[config.mk]
export PLATFORM = sky130hd
export DESIGN_NAME = evt_timer_channel
export DESIGN_NICKNAME = d
export VERILOG_FILES = /design/src/rtl/evt_timer_pkg.sv /design/src/rtl/evt_timer_dp.sv /design/src/rtl/evt_timer_ctrl.sv /design/src/rtl/evt_timer_channel.sv
export SDC_FILE = /design/constraint.sdc
export NUM_CORES = 1
export LEC_CHECK = 0
export BUFFER_PORTS_ARGS = -buffer_cell sky130_fd_sc_hd__buf_2
export CELL_PAD_IN_SITES_DETAIL_PLACEMENT = 1
export CELL_PAD_IN_SITES_GLOBAL_PLACEMENT = 2
export CORE_MARGIN = 2
export CORE_UTILIZATION = 36
export CTS_CLUSTER_DIAMETER = 80
export DETAILED_ROUTE_END_ITERATION = 10
export GPL_TIMING_DRIVEN = 0
export HOLD_SLACK_MARGIN = 0.03
export PLACE_DENSITY = 0.91
export SYNTH_ARGS = -nofsm -noshare
export SYNTH_HDL_FRONTEND = slang
export SYNTH_SLANG_ARGS = --single-unit
[constraint.sdc]
create_clock -name clk -period 10.07 [get_ports clk]
set_input_delay 0.5035 -clock clk [delete_from_list [all_inputs] [get_ports clk]]
set_output_delay 0.5035 -clock clk [all_outputs]
set_load 0.01 [all_outputs]
[src/rtl/evt_timer_pkg.sv]
`timescale 1ns/1ps
package evt_timer_pkg;

  typedef enum logic [2:0] {
    ST_IDLE,
    ST_ARM,
    ST_WAIT,
    ST_CATCH,
    ST_DONE
  } chanState_t;

  // strobes from control to datapath
  typedef struct packed {
    logic cmpLoLoad;
    logic cmpHiLoad;
    logic perLoLoad;
    logic perHiLoad;
    logic addPeriod;
    logic armCalc;
    logic clearWrap;
  } dpCtl_t;

  // status from datapath to control
  typedef struct packed {
    logic reached;
    logic wrapArmed;
    logic periodZero;
  } dpStat_t;

endpackage

[src/rtl/evt_timer_dp.sv]
`timescale 1ns/1ps
module evt_timer_dp
  import evt_timer_pkg::*;
#(
  parameter int CNT_W = 64
) (
  input  logic                clk,
  input  logic                rstN,
  input  dpCtl_t              ctl,
  input  logic                narrow,
  input  logic                periodic,
  input  logic [CNT_W-1:0]    count,
  input  logic [CNT_W/2-1:0]  wrData,
  output dpStat_t             stat,
  output logic [CNT_W-1:0]    cmpValue,
  output logic [CNT_W-1:0]    periodValue
);
  localparam int HALF_W = CNT_W / 2;
  localparam logic [CNT_W-1:0]  LOW_ONES  = {{HALF_W{1'b0}}, {HALF_W{1'b1}}};
  localparam logic [HALF_W-1:0] TOP_CLEAR = {1'b0, {(HALF_W-1){1'b1}}};

  logic [CNT_W-1:0]  cmpQ, cmpD, perQ, perD, target, fullDiff;
  logic [HALF_W-1:0] halfDiff, armDiff, armClamped, toWrap;
  logic              wrapQ, wrapD, wrapNeeded;

  // wrap-aware reach test against either the rollover point or the comparator
  always_comb begin
    target   = wrapQ ? LOW_ONES : cmpQ;
    fullDiff = target - count;
    halfDiff = fullDiff[HALF_W-1:0];
    if (narrow) stat.reached = halfDiff[HALF_W-1] || (halfDiff == '0);
    else        stat.reached = fullDiff[CNT_W-1]  || (fullDiff == '0);
    stat.wrapArmed  = wrapQ;
    stat.periodZero = (perQ == '0);
  end

  // rollover check made when the channel is armed
  always_comb begin
    armDiff    = cmpQ[HALF_W-1:0] - count[HALF_W-1:0];
    armClamped = armDiff[HALF_W-1] ? '0 : armDiff;
    toWrap     = ~count[HALF_W-1:0];
    wrapNeeded = narrow && !periodic && (toWrap < armClamped);
  end

  always_comb begin
    cmpD = cmpQ;
    perD = perQ;
    if (ctl.cmpLoLoad) cmpD[HALF_W-1:0]     = wrData;
    if (ctl.cmpHiLoad) cmpD[CNT_W-1:HALF_W] = wrData;
    if (ctl.perLoLoad) perD[HALF_W-1:0]     = narrow ? (wrData & TOP_CLEAR) : wrData;
    if (ctl.perHiLoad) perD[CNT_W-1:HALF_W] = wrData & TOP_CLEAR;
    if (ctl.addPeriod && !ctl.cmpLoLoad && !ctl.cmpHiLoad) cmpD = cmpQ + perQ;
    if (narrow) begin
      cmpD[CNT_W-1:HALF_W] = '0;
      perD[CNT_W-1:HALF_W] = '0;
    end
    if (ctl.armCalc)        wrapD = wrapNeeded;
    else if (ctl.clearWrap) wrapD = 1'b0;
    else                    wrapD = wrapQ;
  end

  always_ff @(posedge clk) begin
    if (!rstN) begin
      cmpQ  <= '1;
      perQ  <= '0;
      wrapQ <= 1'b0;
    end else begin
      cmpQ  <= cmpD;
      perQ  <= perD;
      wrapQ <= wrapD;
    end
  end

  assign cmpValue    = cmpQ;
  assign periodValue = perQ;

endmodule

[src/rtl/evt_timer_ctrl.sv]
`timescale 1ns/1ps
module evt_timer_ctrl
  import evt_timer_pkg::*;
(
  input  logic    clk,
  input  logic    rstN,
  input  logic    tick,
  input  logic    enable,
  input  logic    periodic,
  input  logic    setValArm,
  input  logic    cmpWrLo,
  input  logic    cmpWrHi,
  input  dpStat_t stat,
  output dpCtl_t  ctl,
  output logic    expire,
  output logic    clearPend
);
  chanState_t stateQ, stateD;
  logic enPrev, setValQ, expireQ, clearPendQ;
  logic anyWr, loadCmp, fire;

  always_comb begin
    anyWr   = cmpWrLo || cmpWrHi;
    loadCmp = !periodic || setValQ;
    ctl           = '0;
    ctl.cmpLoLoad = cmpWrLo && loadCmp;
    ctl.cmpHiLoad = cmpWrHi && loadCmp;
    ctl.perLoLoad = cmpWrLo && periodic;
    ctl.perHiLoad = cmpWrHi && periodic && !setValQ;
    fire   = 1'b0;
    stateD = stateQ;
    if (!enable) begin
      stateD        = ST_IDLE;
      ctl.clearWrap = 1'b1;
    end else if (!enPrev || anyWr) begin
      stateD = ST_ARM;
    end else begin
      case (stateQ)
        ST_IDLE: stateD = ST_ARM;
        ST_ARM: begin
          ctl.armCalc = 1'b1;
          stateD      = ST_WAIT;
        end
        ST_WAIT: begin
          if (tick && stat.reached) begin
            fire = 1'b1;
            if (stat.wrapArmed)                    ctl.clearWrap = 1'b1;
            else if (periodic && !stat.periodZero) stateD = ST_CATCH;
            else                                   stateD = ST_DONE;
          end
        end
        ST_CATCH: begin
          if (stat.reached) ctl.addPeriod = 1'b1;
          else              stateD = ST_WAIT;
        end
        default: stateD = stateQ;
      endcase
    end
  end

  always_ff @(posedge clk) begin
    if (!rstN) begin
      stateQ     <= ST_IDLE;
      enPrev     <= 1'b0;
      setValQ    <= 1'b0;
      expireQ    <= 1'b0;
      clearPendQ <= 1'b0;
    end else begin
      stateQ     <= stateD;
      enPrev     <= enable;
      if (anyWr)          setValQ <= 1'b0;
      else if (setValArm) setValQ <= 1'b1;
      expireQ    <= fire;
      clearPendQ <= enPrev && !enable;
    end
  end

  assign expire    = expireQ;
  assign clearPend = clearPendQ;

endmodule

[src/rtl/evt_timer_channel.sv]
`timescale 1ns/1ps
module evt_timer_channel
  import evt_timer_pkg::*;
#(
  parameter int CNT_W = 64
) (
  input  logic               clk,
  input  logic               rstN,
  input  logic               tick,
  input  logic [CNT_W-1:0]   count,
  input  logic               enable,
  input  logic               periodic,
  input  logic               narrow,
  input  logic               setValArm,
  input  logic               cmpWrLo,
  input  logic               cmpWrHi,
  input  logic [CNT_W/2-1:0] wrData,
  output logic               expire,
  output logic               clearPend,
  output logic [CNT_W-1:0]   cmpValue,
  output logic [CNT_W-1:0]   periodValue
);
  dpCtl_t  ctl;
  dpStat_t stat;

  evt_timer_ctrl u_ctrl (
    .clk(clk), .rstN(rstN), .tick(tick), .enable(enable), .periodic(periodic),
    .setValArm(setValArm), .cmpWrLo(cmpWrLo), .cmpWrHi(cmpWrHi),
    .stat(stat), .ctl(ctl), .expire(expire), .clearPend(clearPend)
  );

  evt_timer_dp #(.CNT_W(CNT_W)) u_dp (
    .clk(clk), .rstN(rstN), .ctl(ctl), .narrow(narrow), .periodic(periodic),
    .count(count), .wrData(wrData), .stat(stat),
    .cmpValue(cmpValue), .periodValue(periodValue)
  );

endmodule

Word-level counts from Yosys, hierarchy flattened. Index checks and enable logic that the tools add are counted.

Bits in latches: 0. Input bits: 105. Bits in writable memories: 0. Flip-flop bits (word level): 135. Memories kept: 0. Bits in read-only memories: 0.

Muxes and demuxes: 26. Reduce and logical (&&, ||, !) cells: 40. Order comparisons: 1. Equality and inequality tests: 9. Shift-type cells: 0. $add $sub $neg: 3. Divide/modulo/power cells: 0. Multipliers: 0. Bitwise operators: 4.

Operators by type and width (count): 64-bit zero test (2); 32-bit two-way mux (4); 64-bit two-way mux (2); 64-bit by 63-bit adder with 64-bit output (1); 64-bit subtractor (1); 32-bit zero test (1); 32-bit less-than comparator (1); 32-bit NOT (1); 32-bit subtractor (1); 31-bit two-way mux (1); 3-bit two-way mux (5); 1-bit logical AND (12); 1-bit two-way mux (12); 3-bit one-hot mux with 4 select lines (1); 4-bit AND reduction (2); 1-bit zero test (7); 3-bit by 2-bit == test with 1-bit output (second input constant) (2); 3-bit inequality test (second input constant) (2); 1-bit logical OR (5); 5-bit nonzero test (1); 2-bit inequality test (second input constant) (2); 2-bit nonzero test (2); 4-bit nonzero test (1); 2-bit OR reduction (2); 10 further kinds (12).

Logic depth before layout (Yosys ltp). Gate-level depths: netlist of run 1.

Word-level depth: 14. Depth in mapped cells: 28. Mapped depth without buffers: 28.

Modules after synthesis. From an unflattened synthesis of run 1, not the netlist that was laid out.

Cell total of the unflattened synthesis: 2267. Area total of the unflattened synthesis: 16638.5 um^2.

By module, submodules not included: evt_timer_dp (sequential area each 2562.5 um^2, cells an instance 2224, area an instance 16271.9 um^2, instances 1); evt_timer_ctrl (sequential area each 140.1 um^2, cells an instance 43, area an instance 366.6 um^2, instances 1).

Least setup slack after synthesis of run 1. OpenSTA, ideal clock, no wires.

Path kind: input port to flip-flop. Start point: in count[0]. End point: reg u_dp.wrapQ. Cell stages on the path: 27. Data arrival time: 5.246 ns. Slack: 4.733 ns. Setup time: 0.091 ns. Path through: ha_1 inv_1 fa_1 a21o_1 a21o_1 a2111oi_0 nor4_1 o41ai_1 a21oi_1 o21a_1 nor2_1 o21a_1 xnor2_1 nand2_1 ha_1 nor2b_1 o21ai_0 nand2b_1 a21oi_1 nor2b_1 o21ai_0 nand2b_1 a21oi_1 o21ai_0 a221o_1 a211o_1 a311oi_1.

Cells in the longest elaborated chain, start to end: 10. Elaborated cells on any way between the ends: 18. Classes of those cells: add/sub (2); order compare (1); mux (7); bitwise (1); reduce/logical (7).

RTL lines: from (decl) (line evt_timer_channel.sv:10) `input logic [CNT_W-1:0] count,`; 64-bit subtractor (line evt_timer_dp.sv:29) `fullDiff = target - count;`; 64-bit zero test or 32-bit zero test (tied branches) (line evt_timer_dp.sv:32, evt_timer_dp.sv:31); 1-bit logical OR (on tied branches) (line evt_timer_dp.sv:32, evt_timer_dp.sv:31); 1-bit two-way mux (line evt_timer_dp.sv:31) `if (narrow) stat.reached = halfDiff[HALF_W-1] || (halfDiff == '0);`; 1-bit logical AND (line evt_timer_ctrl.sv:45) `if (tick && stat.reached) begin`; 1-bit two-way mux (line evt_timer_ctrl.sv:45); 1-bit two-way mux (line evt_timer_ctrl.sv:38) `case (stateQ)`; 3-bit two-way mux (line evt_timer_ctrl.sv:35) `end else if (!enPrev || anyWr) begin`; 1-bit two-way mux (line evt_timer_ctrl.sv:32) `if (!enable) begin`; 2-bit nonzero test (no source line); to (signal assigned) (line evt_timer_dp.sv:70) `wrapQ <= wrapD;`; to (decl) (line evt_timer_dp.sv:24) `logic wrapQ, wrapD, wrapNeeded;`.

Several ways; a longest one is shown, not always the timed one. A chain may end at the register's enable or synchronous reset.

Worst setup path after layout of run 1.
Start point: reg u_dp.wrapQ. End point: reg u_dp.cmpQ[30] (netlist: u_dp.cmpValue[30]).

Cells in the longest elaborated chain, start to end: 12. Elaborated cells on any way between the ends: 15. Classes of those cells: add/sub (1); mux (7); reduce/logical (7).

RTL lines: 64-bit two-way mux * (line evt_timer_dp.sv:28) `target = wrapQ ? LOW_ONES : cmpQ;`; 64-bit subtractor * (line evt_timer_dp.sv:29); 64-bit zero test or 32-bit zero test (tied branches) (line evt_timer_dp.sv:32, evt_timer_dp.sv:31); 1-bit logical OR (on tied branches) (line evt_timer_dp.sv:32, evt_timer_dp.sv:31); 1-bit two-way mux * (line evt_timer_dp.sv:31); 1-bit two-way mux * (line evt_timer_ctrl.sv:53) `if (stat.reached) ctl.addPeriod = 1'b1;`; 1-bit two-way mux * (line evt_timer_ctrl.sv:38); 3-bit two-way mux * (line evt_timer_ctrl.sv:35); 2-bit two-way mux * (line evt_timer_ctrl.sv:32); 1-bit logical AND * (2 in series) (line evt_timer_dp.sv:52) `if (ctl.addPeriod && !ctl.cmpLoLoad && !ctl.cmpHiLoad) cmpD = cmpQ + perQ;`; 64-bit two-way mux or 2-bit nonzero test (tied branches); to (signal assigned) (line evt_timer_dp.sv:68) `cmpQ <= cmpD;`; to (decl) (line evt_timer_dp.sv:22) `logic [CNT_W-1:0] cmpQ, cmpD, perQ, perD, target, fullDiff;`.

Every way passes the cells marked *; elsewhere a longest branch is shown, timed or not.

==> results.toml, run 1 <==
[routing]
post_drt_via_cell_ratio = 6.11
postRouteAntennaNets = 0
wirelength_mm = 80.3
first_iter_violations = 1269
via_count = 19800
drt-wirelength-per-cell_um = 24.8
dr.pass1.iters = 5
drcViolationCount = 0

[sta]
min_period_over_period_pct = 67.7
rsz0062_at_grt = "false"
slew_headroom_pct = 21.2
max_freq_ghz = 0.147
min_period_ns = 6.82
hold_viol_final = 0
setup_viol = 0
skew_ns = 0.0103
tightest_slew_ns = 1.17
drv_slew = 0
final.setup.tns_ns = 0

[worst_hold_path]
min_path_type = "in -> reg"
holdCritStartpoint = "enable"
min_path_cells = 2
hold_end = "u_ctrl.clearPend"

[critical_path]
cp.arrival_ns = 7.18
crit_type = "reg -> reg"
startpoint_type = "flop"
path_max_fanout = 10
cp.required_ns = 10.44
r2r_end = "u_dp.cmpValue[30]"
reg2reg_depth = 18
reg2reg_slack_ns = 3.25
critPathCaptureType = "flop"
reg2reg_from = "u_dp.wrapQ"

[power_and_ir_drop]
ir_drop_v = 0.000231
power.total_mw = 2.50
cellPowerDensity_nw_per_um2 = 129
p_leak_nw = 8.47

[run_status]
status = "finished clean"

[flow_run]
drv_cap = 0

[yosys]
synth_fp_nets = 2664
synth.distinct_cells = 98
syn_avg_cell_area_sq_um = 7.09
netlist_area_sq_um = 16800
synth_edf_count = 0
ys_seq_elements = 135
synthArstFlopShare_pct = 0
yosysTopAreaCell = "dfxtp_1"
synthDominantCellAreaShare_pct = 16.1
syn_inst = 2369
ys_warn_count = 0
ys_seq_area_share_pct = 16.1
synth.area.top_cells = "dfxtp_1, ha_1, a21oi_1, nand2_1, xnor2_1"
synthFlopType = "dfxtp_1"

[clock_tree]
cts_resized = 0
postCtsHoldBufs = 0
cts_max_level = 4
worstSkewPairLatency_ns = 0.45
cts_buffers = 17
cts_root_buf = "clkbuf_16"
cts_tree = "yes"
postCtsSetupBuffers = 0
ctsLongestPathBuffers = 2
cts_sinks = 135
path_clk_slew_ns = 0.07

[finish]
fillerInstances = 6013
utilization_pct = 41.9
finalNonFillerCells = 3241
final_cell_mix = "nand2_1, a21oi_1, buf_2, ha_1, nor2_1"
drive_gt1_share_pct = 13.3
layout.nets = 2914
layout_commonest_cell = "nand2_1"
area_growth_syn_to_layout_pct = 15.3

[global_route]
grt_max_degree = 17
grt_pass1_wl_mm = 120
first_global_vias = 20000
antenna_found_initial = 2
overflow = 0
track_usage_pct = 32.6

[floorplanning]
io_pins = 235
rows = 79
fp.dieW_um = 220
core_area_sq_um = 46300
die_h_um = 220
initial_core_util_pct = 36.3
fp.dieArea_sq_um = 48400

[place]
hpwl_mm = 66.1
globalplace.congestion = 0.962
portBuffers = 231
place_inst = 3207
## sequential cells by signal, summed over array words and instances, names as in the netlist
name              count
u_ctrl.clearPend      1
u_ctrl.expire         1
u_ctrl.enPrev         1
u_dp.wrapQ            1
u_ctrl.setValQ        1
u_dp.cmpValue        64
u_dp.periodValue     63
u_ctrl.stateQ         3
## kinds of logic (layout without fill, tap and decap cells)
logic type / count (synthesis) / count (layout) / synth area share, %
mux: 31 / 31 / 1.86
buf+inv: 255 / 518 / 5.98
fa+ha+maj: 190 / 190 / 14.3
compound gates: 772 / 772 / 30.5
other cells: 1 / 3 / 0.0223
simple gates: 878 / 878 / 25.7
flops: 135 / 135 / 16.1
xor+xnor: 107 / 107 / 5.58
## report_power, final
group          switching (mW)  total (mW)  leakage (nW)  internal (mW)
sequential             0.0553       0.617          1.11          0.562
combinational           0.735        1.17          7.04          0.431
clock                   0.266       0.718         0.316          0.452
total                    1.06        2.50          8.47           1.45
## stage by stage
| stage | hold slack [ns] | cell area (sq um) | setup WS [ns] |
|---|---|---|---|
| after global placement | 0.481 | 18700 | 3.37 |
| after CTS | 0.303 | 19400 | 3.28 |
| after global routing | 0.296 | 19400 | 2.66 |
| after detailed placement | 0.490 | 18700 | 3.31 |
| final | 0.314 | 19400 | 3.25 |
| after floorplan | 0.406 | 16800 | 4.73 |
## synthesized netlist by cell type (47+ instances only)
cell and count:
nand2_1 288, a21oi_1 256, ha_1 187, nor2_1 156, dfxtp_1 135, inv_1 129, o21ai_0 115, clkbuf_1 103
nand3_1 76, xnor2_1 73, a21o_1 68, o211ai_1 62, nand4_1 58, nor3_1 55, and3_1 47
## worst max-delay path: stages (launching register included)
cell and delay [ns]:
dfxtp_1 0.39, clkbuf_1 0.42, clkbuf_1 0.50, or2_2 0.22, ha_1 0.22, buf_2 0.18, a21oi_1 0.50, o21ai_0 0.42
a22o_1 0.34, a311oi_1 0.78, o21bai_1 0.18, xnor2_1 0.47, nor4_1 0.21, o311a_1 0.36, a21oi_2 0.40, buf_6 0.26
clkbuf_1 0.52, nor3_1 0.13, o21ai_0 0.22
## worst max path at each step
stage,to,from
final,u_dp.cmpValue[30],u_dp.wrapQ
after global routing,u_dp.cmpValue[30],u_dp.wrapQ
after CTS,u_dp.cmpValue[30],u_dp.wrapQ
after detailed placement,u_dp.wrapQ,count[1]
after global placement,u_dp.wrapQ,count[0]
after floorplan,u_dp.wrapQ,count[0]
## cell type report
type	instances	area, sq um	area share (%)
flip-flops and latches	135	2700	14.0
well taps	607	759	3.92
plain buffers	126	519	2.68
clock inverters	12	198	1.02
diodes	2	5.00	0.0258
inverters	129	484	2.50
multi-input cells	1979	13100	67.6
repair buffers	231	1160	5.97
clock buffers	20	457	2.36
## metal layers
| metal | up-vias | global-route usage, % | wire length [um] |
|---|---|---|---|
| met5 | - | 0 | 16 |
| met4 | 2 | 14.2 | 3350 |
| met3 | 143 | 3.96 | 4750 |
| met2 | 691 | 53.2 | 36500 |
| met1 | 9681 | 43.1 | 35700 |
| li1 | 9289 | - | - |
No activity file was read; power rests on OpenSTA's default activity.
==> run 2, diff against run 1 <==
--- a/config.mk
+++ b/config.mk
@@ -9,12 +9,12 @@
 export CELL_PAD_IN_SITES_DETAIL_PLACEMENT = 1
 export CELL_PAD_IN_SITES_GLOBAL_PLACEMENT = 2
 export CORE_MARGIN = 2
-export CORE_UTILIZATION = 36
+export CORE_UTILIZATION = 34
 export CTS_CLUSTER_DIAMETER = 80
 export DETAILED_ROUTE_END_ITERATION = 10
 export GPL_TIMING_DRIVEN = 0
 export HOLD_SLACK_MARGIN = 0.03
-export PLACE_DENSITY = 0.91
+export PLACE_DENSITY = 0.86
 export SYNTH_ARGS = -nofsm -noshare
 export SYNTH_HDL_FRONTEND = slang
 export SYNTH_SLANG_ARGS = --single-unit
==> constraint.sdc (replaced) <==
create_clock -name clk -period 6.55 [get_ports clk]
set_input_delay 0.3275 -clock clk [delete_from_list [all_inputs] [get_ports clk]]
set_output_delay 0.3275 -clock clk [all_outputs]
set_load 0.01 [all_outputs]
==> results.toml, run 2 (synthesized netlist as in run 1, its figures left out) <==
[run_status]
status = "finished clean"

[critical_path]
cp.arrival_ns = 6.52
reg2reg_from = "u_dp.cmpValue[0]"
critPathCaptureType = "flop"
cp.required_ns = 6.87
crit_type = "reg -> reg"
reg2reg_slack_ns = 0.34
startpoint_type = "flop"
reg2reg_depth = 23
r2r_end = "u_dp.wrapQ"
startpoint = "u_dp.cmpValue[0]"
path_max_fanout = 5
crit_end = "u_dp.wrapQ"

[floorplanning]
rows = 81
fp.dieArea_sq_um = 51200
fp.dieW_um = 226
die_h_um = 226
core_area_sq_um = 48800
initial_core_util_pct = 34.4
io_pins = 235

[power_and_ir_drop]
p_leak_nw = 8.46
ir_drop_v = 0.000168
cellPowerDensity_nw_per_um2 = 191

[clock_tree]
cts_max_level = 4
path_clk_slew_ns = 0.06
cts_sinks = 135
cts_tree = "yes"
cts_root_buf = "clkbuf_16"
ctsLongestPathBuffers = 2
cts_buffers = 17
worstSkewPairLatency_ns = 0.45

[sta]
drv_slew = 0
holdWs_ns = 0.173
tightest_slew_ns = 1.10
min_period_over_period_pct = 94.7
min_period_ns = 6.21
setup_viol = 0
slew_headroom_pct = 24.6
rsz0062_at_grt = "false"
hold_viol_final = 0
max_freq_ghz = 0.161
skew_ns = 0.00908

[global_route]
overflow = 0
grt_max_degree = 17
track_usage_pct = 31.0
grt_pass1_wl_mm = 120
first_global_vias = 19900
antenna_found_initial = 2

[place]
portBuffers = 231
globalplace.congestion = 0.984
hpwl_mm = 66.3

[finish]
area_growth_syn_to_layout_pct = 15.6
layout_commonest_cell = "nand2_1"
final_cell_mix = "nand2_1, a21oi_1, buf_2, ha_1, nor2_1"
drive_gt1_share_pct = 13.8
layout.nets = 2914
utilization_pct = 39.7
largest_reg_flops = 64

[worst_hold_path]
min_path_type = "in -> reg"

[routing]
via_count = 19700
wirelength_mm = 80.5
post_drt_via_cell_ratio = 5.98
drcViolationCount = 0
first_iter_violations = 1431
drt-wirelength-per-cell_um = 24.4
dr.pass1.iters = 5
postRouteAntennaNets = 0

[flow_run]
drv_cap = 0
run 2: area by class of cell:
type	instances	area, sq um
fill	6371	29400
multi-input combinational	1979	13100
sequential	135	2700
timing repair buffer	231	1160
tap	664	831
buffer	126	528
inverter	129	484
clock buffer	21	460
clock inverter	9	103
antenna	1	2.50
run 2: worst max-delay path: stages, from the launching register on:
cell	delay, ns
dfxtp_1	0.56
inv_1	0.08
ha_1	0.21
inv_1	0.08
fa_1	0.21
a21o_1	0.13
a21o_1	0.17
a2111oi_1	0.11
nor4_1	0.74
o41ai_2	0.20
a21oi_1	0.28
o31ai_2	0.12
and3_1	0.16
o41a_1	0.46
o21ai_0	0.25
xor2_1	0.17
nand2_1	0.07
ha_1	0.32
nand4_1	0.15
nor4_1	0.30
nand2_1	0.18
or4b_2	0.69
a31oi_1	0.32
a311oi_1	0.09
run 2: what timing repair did:
action | CTS | global route
setup endpoints to repair | 41 | 64
gates resized for setup | 4 | 20
hold buffers | 0 | 0
hold endpoints to repair | 0 | 0
buffers inserted | 0 | 0
run 2: report_power, final:
part	total, mW	internal (mW)	switching [mW]
Sequential	0.949	0.864	0.0843
Clock	0.971	0.572	0.399
Combinational	1.79	0.666	1.13
run 2: metrics by stage:
step	power, mW	TNS (ns)	cells	area, sq um	worst slack (ns)
floorplan	2.14	0	2369	16800	1.30
global placement	2.67	-0.465	3264	18800	-0.0494
detailed placement	2.71	-4.96	3264	18800	-0.241
CTS	3.68	0	3294	19400	0.00222
global route	3.93	0	3295	19400	0.0149
finish	3.71	0	3295	19400	0.345
run 2: worst min-delay path by stage:
stage                         startpoint  depth (start not counted)                    to
finish                            enable                          2      u_ctrl.clearPend
global route                      enable                          2      u_ctrl.clearPend
CTS                               enable                          2      u_ctrl.clearPend
detailed placement  u_dp.periodValue[43]                          2  u_dp.periodValue[43]
global placement        u_ctrl.stateQ[0]                          2      u_ctrl.stateQ[0]
floorplan                         enable                          1      u_ctrl.clearPend
run 2: layer usage:
layer	global-route usage, %	vias to the layer above	wire, um
li1	-	9270	-
met1	41.6	9626	36100
met2	50.5	668	36200
met3	3.01	125	4860
met4	13.3	0	3410
met5	0	-	0
